`src/rtl/spi_dac_rx_pkg.sv`:
```
package spi_dac_rx_pkg;

  typedef enum logic [1:0] {
    OP_NOP   = 2'b00,
    OP_WRITE = 2'b01,
    OP_PDOWN = 2'b10,
    OP_RSVD  = 2'b11
  } dac_op_e;

  function automatic int frame_bits(input bit wide);
    return wide ? 24 : 16;
  endfunction

  function automatic int code_bits(input bit wide);
    return wide ? 16 : 14;
  endfunction

endpackage

```
`src/rtl/spi_dac_sync.sv`:
```
module spi_dac_sync #(
  parameter int         N       = 3,
  parameter logic [N-1:0] RST_VAL = '0
) (
  input  logic         clk,
  input  logic         rst_n,
  input  logic [N-1:0] async_in,
  output logic [N-1:0] sync_out
);

  for (genvar g = 0; g < N; g++) begin : g_bit
    logic meta_q;
    logic stab_q;
    always_ff @(posedge clk or negedge rst_n) begin
      if (!rst_n) begin
        meta_q <= RST_VAL[g];
        stab_q <= RST_VAL[g];
      end else begin
        meta_q <= async_in[g];
        stab_q <= meta_q;
      end
    end
    assign sync_out[g] = stab_q;
  end

endmodule

```
`src/rtl/spi_dac_shifter.sv`:
```
module spi_dac_shifter #(
  parameter int FL = 16
) (
  input  logic          clk,
  input  logic          rst_n,
  input  logic          s_sclk,
  input  logic          s_cs_n,
  input  logic          s_din,
  output logic          frame_vld,
  output logic [FL-1:0] frame
);

  localparam int CNT_W = $clog2(FL + 1);

  logic             sclk_q;
  logic [CNT_W-1:0] bit_cnt;
  logic             frame_full;
  logic [FL-2:0]    shreg;

  wire sclk_fall = sclk_q & ~s_sclk;
  wire take_bit  = ~s_cs_n & sclk_fall & ~frame_full;
  wire last_bit  = take_bit && (bit_cnt == CNT_W'(FL - 1));

  always_ff @(posedge clk or negedge rst_n) begin
    if (!rst_n) begin
      sclk_q     <= 1'b0;
      bit_cnt    <= '0;
      frame_full <= 1'b0;
      shreg      <= '0;
      frame_vld  <= 1'b0;
      frame      <= '0;
    end else begin
      sclk_q    <= s_sclk;
      frame_vld <= 1'b0;
      if (s_cs_n) begin
        bit_cnt    <= '0;
        frame_full <= 1'b0;
      end else if (take_bit) begin
        shreg   <= {shreg[FL-3:0], s_din};
        bit_cnt <= bit_cnt + 1'b1;
        if (last_bit) begin
          frame_full <= 1'b1;
          frame_vld  <= 1'b1;
          frame      <= {shreg, s_din};
        end
      end
    end
  end

  AST_CNT_BOUND: assert property (@(posedge clk) disable iff (!rst_n)
    bit_cnt <= CNT_W'(FL));
  AST_CS_HIGH_CLEARS: assert property (@(posedge clk) disable iff (!rst_n)
    s_cs_n |=> (bit_cnt == '0 && !frame_full));
  AST_VLD_IN_WINDOW: assert property (@(posedge clk) disable iff (!rst_n)
    frame_vld |-> $past(!s_cs_n));
  AST_VLD_SINGLE: assert property (@(posedge clk) disable iff (!rst_n)
    frame_vld |=> !frame_vld);

endmodule

```
`src/rtl/spi_dac_decode.sv`:
```
module spi_dac_decode
  import spi_dac_rx_pkg::*;
#(
  parameter int FL = 16,
  parameter int CW = 14
) (
  input  logic          clk,
  input  logic          rst_n,
  input  logic          frame_vld,
  input  logic [FL-1:0] frame,
  output logic [CW-1:0] dac_code,
  output logic [1:0]    pd_mode,
  output logic          dac_update
);

  function automatic dac_op_e op_field(input logic [FL-1:0] f);
    return dac_op_e'(f[FL-1 -: 2]);
  endfunction

  function automatic logic [CW-1:0] code_field(input logic [FL-1:0] f);
    return f[FL-3 -: CW];
  endfunction

  function automatic logic [1:0] mode_field(input logic [FL-1:0] f);
    return f[FL-4 -: 2];
  endfunction

  dac_op_e op;
  assign op = op_field(frame);

  wire is_write = frame_vld && (op == OP_WRITE);
  wire is_pdown = frame_vld && (op == OP_PDOWN);
  wire is_rsvd  = frame_vld && (op == OP_RSVD);

  always_ff @(posedge clk or negedge rst_n) begin
    if (!rst_n) begin
      dac_code   <= '0;
      pd_mode    <= 2'b00;
      dac_update <= 1'b0;
    end else begin
      dac_update <= is_write;
      if (is_write) dac_code <= code_field(frame);
      if (is_pdown) pd_mode  <= mode_field(frame);
    end
  end

  AST_UPD_FROM_FRAME: assert property (@(posedge clk) disable iff (!rst_n)
    dac_update |-> $past(frame_vld));
  AST_HOLD_NO_FRAME: assert property (@(posedge clk) disable iff (!rst_n)
    !frame_vld |=> ($stable(dac_code) && $stable(pd_mode)));
  AST_RSVD_IGNORED: assert property (@(posedge clk) disable iff (!rst_n)
    is_rsvd |=> ($stable(dac_code) && $stable(pd_mode) && !dac_update));
  AST_PD_KEEPS_CODE: assert property (@(posedge clk) disable iff (!rst_n)
    is_pdown |=> ($stable(dac_code) && !dac_update));

endmodule

```
`src/rtl/spi_dac_rx.sv`:
```
module spi_dac_rx
  import spi_dac_rx_pkg::*;
#(
  parameter bit WIDE_FRAME = 1'b0,
  localparam int FL     = frame_bits(WIDE_FRAME),
  localparam int CODE_W = code_bits(WIDE_FRAME)
) (
  input  logic              clk,
  input  logic              rst_n,
  input  logic              spi_sclk,
  input  logic              spi_cs_n,
  input  logic              spi_din,
  output logic [CODE_W-1:0] dac_code,
  output logic [1:0]        pd_mode,
  output logic              dac_update
);

  logic [2:0]    pins_sync;
  logic          frame_vld;
  logic [FL-1:0] frame;

  spi_dac_sync #(.N(3), .RST_VAL(3'b010)) u_sync (
    .clk      (clk),
    .rst_n    (rst_n),
    .async_in ({spi_din, spi_cs_n, spi_sclk}),
    .sync_out (pins_sync)
  );

  spi_dac_shifter #(.FL(FL)) u_shift (
    .clk       (clk),
    .rst_n     (rst_n),
    .s_sclk    (pins_sync[0]),
    .s_cs_n    (pins_sync[1]),
    .s_din     (pins_sync[2]),
    .frame_vld (frame_vld),
    .frame     (frame)
  );

  spi_dac_decode #(.FL(FL), .CW(CODE_W)) u_dec (
    .clk        (clk),
    .rst_n      (rst_n),
    .frame_vld  (frame_vld),
    .frame      (frame),
    .dac_code   (dac_code),
    .pd_mode    (pd_mode),
    .dac_update (dac_update)
  );

  AST_RESET_ZERO: assert property (@(posedge clk)
    !rst_n |-> (dac_code == '0 && pd_mode == 2'b00 && !dac_update));

endmodule

```
`config.mk`:
```
export PLATFORM = sky130hd
export DESIGN_NAME = spi_dac_rx
export DESIGN_NICKNAME = d
export VERILOG_FILES = /design/src/rtl/spi_dac_rx_pkg.sv /design/src/rtl/spi_dac_sync.sv /design/src/rtl/spi_dac_shifter.sv /design/src/rtl/spi_dac_decode.sv /design/src/rtl/spi_dac_rx.sv
export SDC_FILE = /design/constraint.sdc
export NUM_CORES = 1
export LEC_CHECK = 0
export ABC_AREA = 1
export BUFFER_PORTS_ARGS = -buffer_cell sky130_fd_sc_hd__buf_2
export CAP_MARGIN = 40
export CORE_MARGIN = 5
export CORE_UTILIZATION = 52
export CTS_BUF_LIST = sky130_fd_sc_hd__clkbuf_4 sky130_fd_sc_hd__clkbuf_8 sky130_fd_sc_hd__clkbuf_16
export DETAILED_ROUTE_END_ITERATION = 16
export GPL_TIMING_DRIVEN = 0
export PLACE_DENSITY_LB_ADDON = 0.08
export SYNTH_ARGS = -nofsm -noshare
export SYNTH_HDL_FRONTEND = slang
export SYNTH_SLANG_ARGS = --single-unit
```
`constraint.sdc`:
```
create_clock -name clk -period 1.5 [get_ports clk]
set_input_delay 0.15 -clock clk [delete_from_list [all_inputs] [get_ports clk]]
set_output_delay 0.15 -clock clk [all_outputs]
set_load 0.05 [all_outputs]
```
**Yosys cells after proc, flatten, opt, wreduce, memory -nomap -nowiden**

Cells that the tools add are included.

- Memory bits (writable): 0
- Register bits: 62
- Bits in read-only memories: 0
- Bits in latches: 0
- Output and inout port bits: 17
- Memories: 0

- $add $sub $neg: 1
- Bitwise operators: 6
- Divide/modulo/power cells: 0
- Mux-type cells: 8
- Shift operators: 0
- Equal/unequal tests: 3
- Reductions and logical operators: 8
- Multipliers: 0
- Order comparisons: 0

Operators with widths:

| kind | count |
|---|---|
| two-way mux 5 bit | 2 |
| two-way mux 1 bit | 6 |
| adder 5 x 1 -> 5 bit (second input constant) | 1 |
| == test 5 x 4 -> 1 bit (second input constant) | 1 |
| AND reduction 2 bit | 2 |
| nonzero test 2 bit | 2 |
| bitwise AND 1 bit | 3 |
| logical AND 1 bit | 3 |
| inverter 1 bit | 3 |
| AND reduction 3 bit | 1 |
| == test 2 x 1 -> 1 bit (second input constant) | 1 |
| == test 2 bit (second input constant) | 1 |

**Depth between registers and ports, before layout**

Gate-level depths: netlist of the first run.

- Depth after elaboration: 8
- Depth in mapped cells: 9

**Hierarchy**

Synthesis of the first run repeated with hierarchy kept, for this count alone.

- Cell total of the unflattened synthesis: 264
- Area total of the unflattened synthesis: 2556.2 um^2

Modules (own cells, without submodules):

| module | area an instance (um^2) | times used | cells each |
|---|---|---|---|
| spi_dac_shifter | 1652.8 | 1 | 179 |
| spi_dac_decode | 728.2 | 1 | 76 |
| spi_dac_sync | 175.2 | 1 | 9 |

**Worst setup path before layout of the first run**

OpenSTA, ideal clock, no wires.

- Path type: register to register
- Start point: reg u_shift.bit_cnt[0]
- End point: reg u_shift.frame[10]
- Setup slack: 50 ps
- Data required time: 1384 ps
- Data arrival time: 1333 ps
- Period minus slack after synthesis: 1450 ps
- Stages on the path, launching flop included: 10
- Cell sequence: dfrtp_1 ha_1 nand2_1 nor2_1 ha_1 inv_1 nor2_8 buf_6 nand2_1 nand2_1

- Word-level cells in the longest chain between the ends: 3

RTL lines:

| element | RTL line | text |
|---|---|---|
| from (decl) | spi_dac_shifter.sv:16 | `logic [CNT_W-1:0] bit_cnt;` |
| from (signal assigned) | spi_dac_shifter.sv:40 | `bit_cnt <= bit_cnt + 1'b1;` |
| == test 5 x 4 -> 1 bit | spi_dac_shifter.sv:22 | `wire last_bit = take_bit && (bit_cnt == CNT_W'(FL - 1));` |
| logical AND 1 bit | spi_dac_shifter.sv:22 |  |
| AND reduction 3 bit (no source line) | n/a |  |
| to (signal assigned) | spi_dac_shifter.sv:44 | `frame <= {shreg, s_din};` |
| to (decl) | spi_dac_shifter.sv:10 | `output logic [FL-1:0] frame` |

Every way passes these cells.
A chain may end at the register's enable or synchronous reset.

**Final worst setup path of the first run**

- Start point: reg u_shift.bit_cnt[1]
- End point: reg u_shift.frame[7]

The elaborated chain is that of the path after synthesis.

==> results of run 1 <==
==> through the flow <==
stage	setup WS (ns)	cell area, µm²	TNS, ns	power [mW]	std cells
6_report	0.0594	2950	0	3.34	350
5_1_grt	-0.0585	2950	-0.735	3.52	350
4_1_cts	0.0363	2870	0	3.36	348
3_5_place_dp	-0.106	2620	-0.866	2.02	327
3_3_place_gp	-0.0768	2600	-0.614	2.00	326
2_1_floorplan	0.0503	2430	0	1.94	253
==> state kept, by name (all words and copies together) (netlist names), 2 cells and up <==
signal               count
u_shift.frame           16
u_sync.g_bit.meta_q      3
u_sync.g_bit.stab_q      3
u_dec.dac_code          14
u_shift.shreg           15
u_shift.bit_cnt          5
u_dec.pd_mode            2
==> final cells by class <==
type                    count  area (µm²)  share of cell area [%]
flip-flops and latches     62        1550                    52.8
multi-input cells         169         791                    26.8
repair buffers             30         211                    7.18
clock buffers              14         174                    5.90
plain buffers               8        92.6                    3.14
well taps                  52        65.1                    2.21
inverters                  14        52.6                    1.78
clock inverters             1        5.00                   0.170
==> layout by cell type, fill, tap and decap left out, types with 2 or more instances in the layout <==
| master | instances |
|---|---|
| buf_12 | 3 |
| nand3_1 | 5 |
| nand2_1 | 117 |
| nor2_1 | 4 |
| inv_1 | 11 |
| dfrtp_1 | 60 |
| clkbuf_8 | 11 |
| dlygate4sd3_1 | 4 |
| o21ai_0 | 9 |
| buf_6 | 5 |
| buf_4 | 3 |
| nand2_4 | 4 |
| buf_2 | 22 |
| dfstp_2 | 2 |
| nand2_2 | 21 |
| clkbuf_4 | 3 |
| nor2_2 | 3 |
| ha_2 | 2 |
| inv_2 | 3 |
==> what timing repair did <==
action | in CTS | in global routing
setup endpoints to repair | 10 | 16
hold buffers | 4 | 0
gates resized for setup | 1 | 25
pin swaps | 1 | 11
hold endpoints to repair | 36 | 0
gates cloned | 0 | 1
setup buffers | 2 | 1
==> logic make-up after synthesis <==
logic type,Yosys count
AO/OA/AOI/OAI,11
adder cells (fa/ha/maj),2
buffers and inverters,22
flip-flops,62
AND/OR/NAND/NOR,156
==> metal layers <==
metal	part of all wire [%]	GRT usage [%]
met1	48	21.9
met2	44	22.5
met3	5.1	4.12
met4	2.0	9.44
met5	0	0
==> Yosys cell counts <==
cell type	n	area, µm²
nor2_2	2	12.5
buf_12	1	20.0
nor2_1	5	18.8
inv_2	2	7.51
buf_4	1	7.51
ha_1	2	25.0
nor2_8	1	20.0
a21oi_1	1	5.00
nor2_4	1	11.3
nand2_1	135	507
buf_8	1	15.0
buf_6	4	45.0
inv_1	12	45.0
nand2_2	5	31.3
dfstp_2	2	52.6
o21ai_1	1	5.00
nand3_1	5	25.0
dfrtp_1	60	1500
o21ai_0	9	45.0
nand2_4	2	22.5
buf_2	1	5.00
==> worst max-delay path, stage by stage (launching register included) <==
cell	delay, ns
dfrtp_1	0.35
ha_2	0.19
nand2_2	0.06
nor2_2	0.11
ha_2	0.21
inv_2	0.07
nor2_8	0.14
buf_6	0.15
nand2_2	0.05
nand2_2	0.05
==> final timing paths <==
check,startpoint,endpoint,slack (ns),depth (start not counted)
max,u_shift.bit_cnt[1],u_shift.frame[7],0.06,9
min,u_sync.g_bit[0].meta_q,u_sync.g_bit[0].stab_q,0.35,0
max reg2reg,u_shift.bit_cnt[1],u_shift.frame[7],0.06,9
min reg2reg,u_sync.g_bit[0].meta_q,u_sync.g_bit[0].stab_q,0.35,0
max in group asynchronous,rst_n,u_shift.frame[9],0.44,3
min in group asynchronous,rst_n,u_dec.dac_code[9],0.45,2
==> where the power goes <==
group          leakage [nW]  switching, mW  internal (mW)
clock                0.0968          0.577          0.734
sequential            0.840         0.0749           1.75
combinational         0.737          0.112         0.0908
==> impl_metrics.yaml, run 1 <==
run_status:
  status: "complete, no violations"
final_layout:
  final_util_pct: 66.3
  layout-drive-gt1-share_pct: 28.9
  fin_nets: 301
  fillCellCount: 392
  area_growth_pct: 21.3
  diodes: 0
sta:
  drv_slew: 0
  tightestPinTransition_ns: 0.793
  setup_viol: 0
  period_share_pct: 96.0
  fin_skew_ns: 0.00530
  fin_hold_ws_ns: 0.346
  fmax_mhz: 694
  hold_viol_final: 0
  min_period_ns: 1.44
  rsz0062_at_grt: "yes"
  relSlewSlack_pct: 47.1
placed_design:
  dp.final_hpwl_mm: 2.74
  routabilityCongestion: 0.730
  portBuffers: 21
global_routing:
  grt_max_degree: 37
  track_usage_pct: 15.9
  globalRouteOverflowTotal: 0
  grt_pass1_vias: 1593
  antenna_found_initial: 0
  grt_pass1_wl_mm: 7.43
synth:
  synth_warnings: 0
  synth_cell_types: 21
  synthAdderAreaFrac_pct: 1.03
  synth_seq_cells: 62
  netlist_instances: 253
  ys_seq_area_share_pct: 64.0
  syn_nets: 260
  syn_area_per_cell_um2: 9.59
  synth-compound-area-share_pct: 2.27
  yosys.area_share.simple_pct: 26.7
  syn_area_um2: 2430
  muxShareOfSynthArea_pct: 0
  synth_top_family_by_area: "simple AND/OR/NAND/NOR gates"
  synthXorXnorAreaFrac_pct: 0
cts:
  cts_buffers: 9
  cts_buffer_depth: 2
  cts-htree-levels: 3
  clock-root-buffer: "clkbuf_8"
  clock_latency_ns: 0.33
  clk_pin_slew_ns: 0.06
  cts.sink_count: 62
  cts_tree: "yes"
pwr:
  powerDensity_nw_per_um2: 1130
  vdd_drop_max_uv: 753
  leakagePower_nw: 1.67
floorplan:
  coreArea_um2: 4440
  dieArea_um2: 6130
  rows: 24
  die-height_um: 78.3
  initial_utilization_pct: 54.6
  die_x_um: 78.3
  ios: 22
critical_path:
  cp.required_ns: 1.77
  crit_arrival_ns: 1.71
  start_kind: "register"
  worstSetupPathType: "register to register"
  critPathMaxFanout: 5
  cp-end-kind: "register"
detailed_routing:
  drc: 0
  drt_iter0_markers: 98
  vias_per_cell: 4.77
  wl_per_cell_um: 12.2
  ant_nets: 0
  vias: 1671
  routed_wl_mm: 4.28
  drt-pass1-iter-count: 4
flow_run:
  drv_cap: 0
worst_hold_path:
  holdCritPathClass: "register to register"
(Power assumes the default switching activity.)
==> run 2: changes to the inputs <==
RECOVER_POWER = 100   (was default)
==> run 2 against run 1 <==
Net effect: combinational power barely moved; hold slack barely moved; count of clock-buffer cells in the layout did not move; wire length rose by 0.54%; fmax barely moved; largest power group unchanged; die area did not move; largest cell class unchanged; global-route usage did not move; clock skew barely moved; sequential share of layout area rose by 0.52 points.
==> impl_metrics.yaml, run 2 (synthesis gave the netlist of run 1 again) <==
critical_path:
  cp-end-kind: "register"
  cp.required_ns: 1.77
  start_kind: "register"
  r2r_cells: 9
  worstSetupPathType: "register to register"
  cp-startpoint: "u_shift.bit_cnt[1]"
  r2r-start: "u_shift.bit_cnt[1]"
  crit_arrival_ns: 1.71
  critPathMaxFanout: 5
cts:
  cts_buffers: 9
  clk_pin_slew_ns: 0.06
  cts_tree: "yes"
  cts.sink_count: 62
  cts_buffer_depth: 2
  clock-root-buffer: "clkbuf_8"
  clock_latency_ns: 0.33
  cts-htree-levels: 3
final_layout:
  final_util_pct: 65.6
  final_cell_mix: "119 x nand2_1, 60 x dfrtp_1, 19 x nand2_2, 17 x clkbuf_1, 13 x inv_1"
  layout-drive-gt1-share_pct: 21.5
  fillCellCount: 400
  largest_reg_flops: 16
  regMostFlops: "u_shift.frame"
  multi_input_area_um2: 786
  top_regs: "u_shift.frame (16), u_shift.shreg (15), u_dec.dac_code (14)"
  fin_nets: 301
  diodes: 0
  layout_commonest_cell: "nand2_1"
  fin_cells: 350
  seq_area_um2: 1550
  area_growth_pct: 20.2
detailed_routing:
  vias_per_cell: 4.77
  ant_nets: 0
  drc: 0
  wl_per_cell_um: 12.3
  routed_wl_mm: 4.30
  drt-pass1-iter-count: 4
  vias: 1669
  drt_iter0_markers: 96
global_routing:
  grtUsageMet2_pct: 22.5
  track_usage_pct: 15.9
  grtUsageMet1_pct: 21.9
  antenna_found_initial: 0
  grt_max_degree: 37
  grt_pass1_vias: 1593
  met3_usage_pct: 4.12
  globalRouteOverflowTotal: 0
  top_usage_layer: "met2"
  grt_pass1_wl_mm: 7.43
run_status:
  status: "complete, no violations"
flow_run:
  drv_cap: 0
floorplan:
  dieArea_um2: 6130
  die-height_um: 78.3
  ios: 22
  die_x_um: 78.3
  coreArea_um2: 4440
  rows: 24
  initial_utilization_pct: 54.6
worst_hold_path:
  min_path_cells: 0
  holdCritPathClass: "register to register"
  hold_path.startpoint: "u_sync.g_bit[0].meta_q"
sta:
  tightestPinTransition_ns: 0.882
  fmax_mhz: 694
  period_share_pct: 96.0
  drv_slew: 0
  min_period_ns: 1.44
  fin_skew_ns: 0.00522
  rsz0062_at_grt: "yes"
  hold_viol_final: 0
  setup_viol: 0
  relSlewSlack_pct: 41.2
placed_design:
  dp_cells: 327
  dp.final_hpwl_mm: 2.74
  portBuffers: 21
  routabilityCongestion: 0.730
pwr:
  internal_power_mw: 2.58
  p_seq_share_pct: 54.7
  powerDensity_nw_per_um2: 1150
  leakagePower_nw: 1.60
  switching_share_pct: 22.9
  p_clk_share_pct: 39.3
  vdd_drop_max_uv: 754
  p_switching_mw: 0.764
  pwr-share-comb_pct: 6.0
==> run 2: cell types whose count changed in the layout (fill, tap and decap cells not counted) <==
| cell | before | now |
|---|---|---|
| clkbuf_2 | 0 | 2 |
| inv_1 | 11 | 13 |
| dfstp_2 | 2 | 1 |
| buf_4 | 3 | 2 |
| inv_2 | 3 | 1 |
| clkbuf_1 | 0 | 17 |
| dfstp_1 | 0 | 1 |
| buf_2 | 22 | 4 |
| nand2_2 | 21 | 19 |
| nand2_1 | 117 | 119 |
==> run 2: power by group through the flow <==
stage	logic, mW	clock network (mW)	registers, mW
final	0.202	1.31	1.83
after global routing	0.237	1.44	1.84
after CTS	0.199	1.35	1.81
after detailed placement	0.165	0	1.85
after global placement	0.153	0	1.85
after floorplan	0.103	0	1.83
==> run 2: per-stage QoR <==
step                      setup slack (ns)  hold WS [ns]  area (µm²)  setup TNS (ns)  total power [mW]
after floorplan                     0.0503        -0.146        2430               0              1.94
after global placement             -0.0768         0.255        2600          -0.614              2.00
after detailed placement            -0.106         0.257        2620          -0.866              2.02
after CTS                           0.0363         0.350        2870               0              3.36
after global routing               -0.0585         0.368        2920          -0.735              3.51
final                               0.0598         0.346        2920               0              3.34
==> run 2: critical path, stage by stage, from the launching register on <==
cell     delay (ns)
dfrtp_1        0.35
ha_2           0.19
nand2_2        0.06
nor2_2         0.11
ha_2           0.21
inv_2          0.07
nor2_8         0.14
buf_6          0.15
nand2_2        0.05
nand2_2        0.05
==> run 2: final timing paths <==
kind / endpoint / slack (ns)
max in group asynchronous: u_shift.frame[9] / 0.39
worst min register to register: u_sync.g_bit[0].stab_q / 0.35
min in group asynchronous: u_dec.dac_code[9] / 0.48
worst max-delay path: u_shift.frame[7] / 0.06
worst max register to register: u_shift.frame[7] / 0.06
worst min-delay path: u_sync.g_bit[0].stab_q / 0.35
==> run 2: what timing repair did <==
item | in CTS | in global routing
gates cloned | 0 | 1
hold endpoints to repair | 36 | 0
hold buffers | 4 | 0
setup buffers | 2 | 1
endpoints found under the setup margin | 10 | 16
pin swaps | 1 | 11
gates resized for setup | 1 | 25
==> run 2: area by class of cell <==
type	count	share of cell area, %
Timing Repair Buffer	30	6.52
Inverter	14	1.80
Clock buffer	14	5.96
Buffer	8	3.09
Sequential cell	62	53.3
Multi-Input combinational cell	169	26.9
Clock inverter	1	0.172
Tap cell	52	2.23
==> run 2: routing by layer <==
layer / up-vias / part of all wire, % / wire, µm
met5: - / 0 / 0
li1: 846 / - / -
met1: 775 / 49 / 2110
met2: 41 / 44 / 1900
met4: 0 / 2.0 / 85
met3: 7 / 4.9 / 212
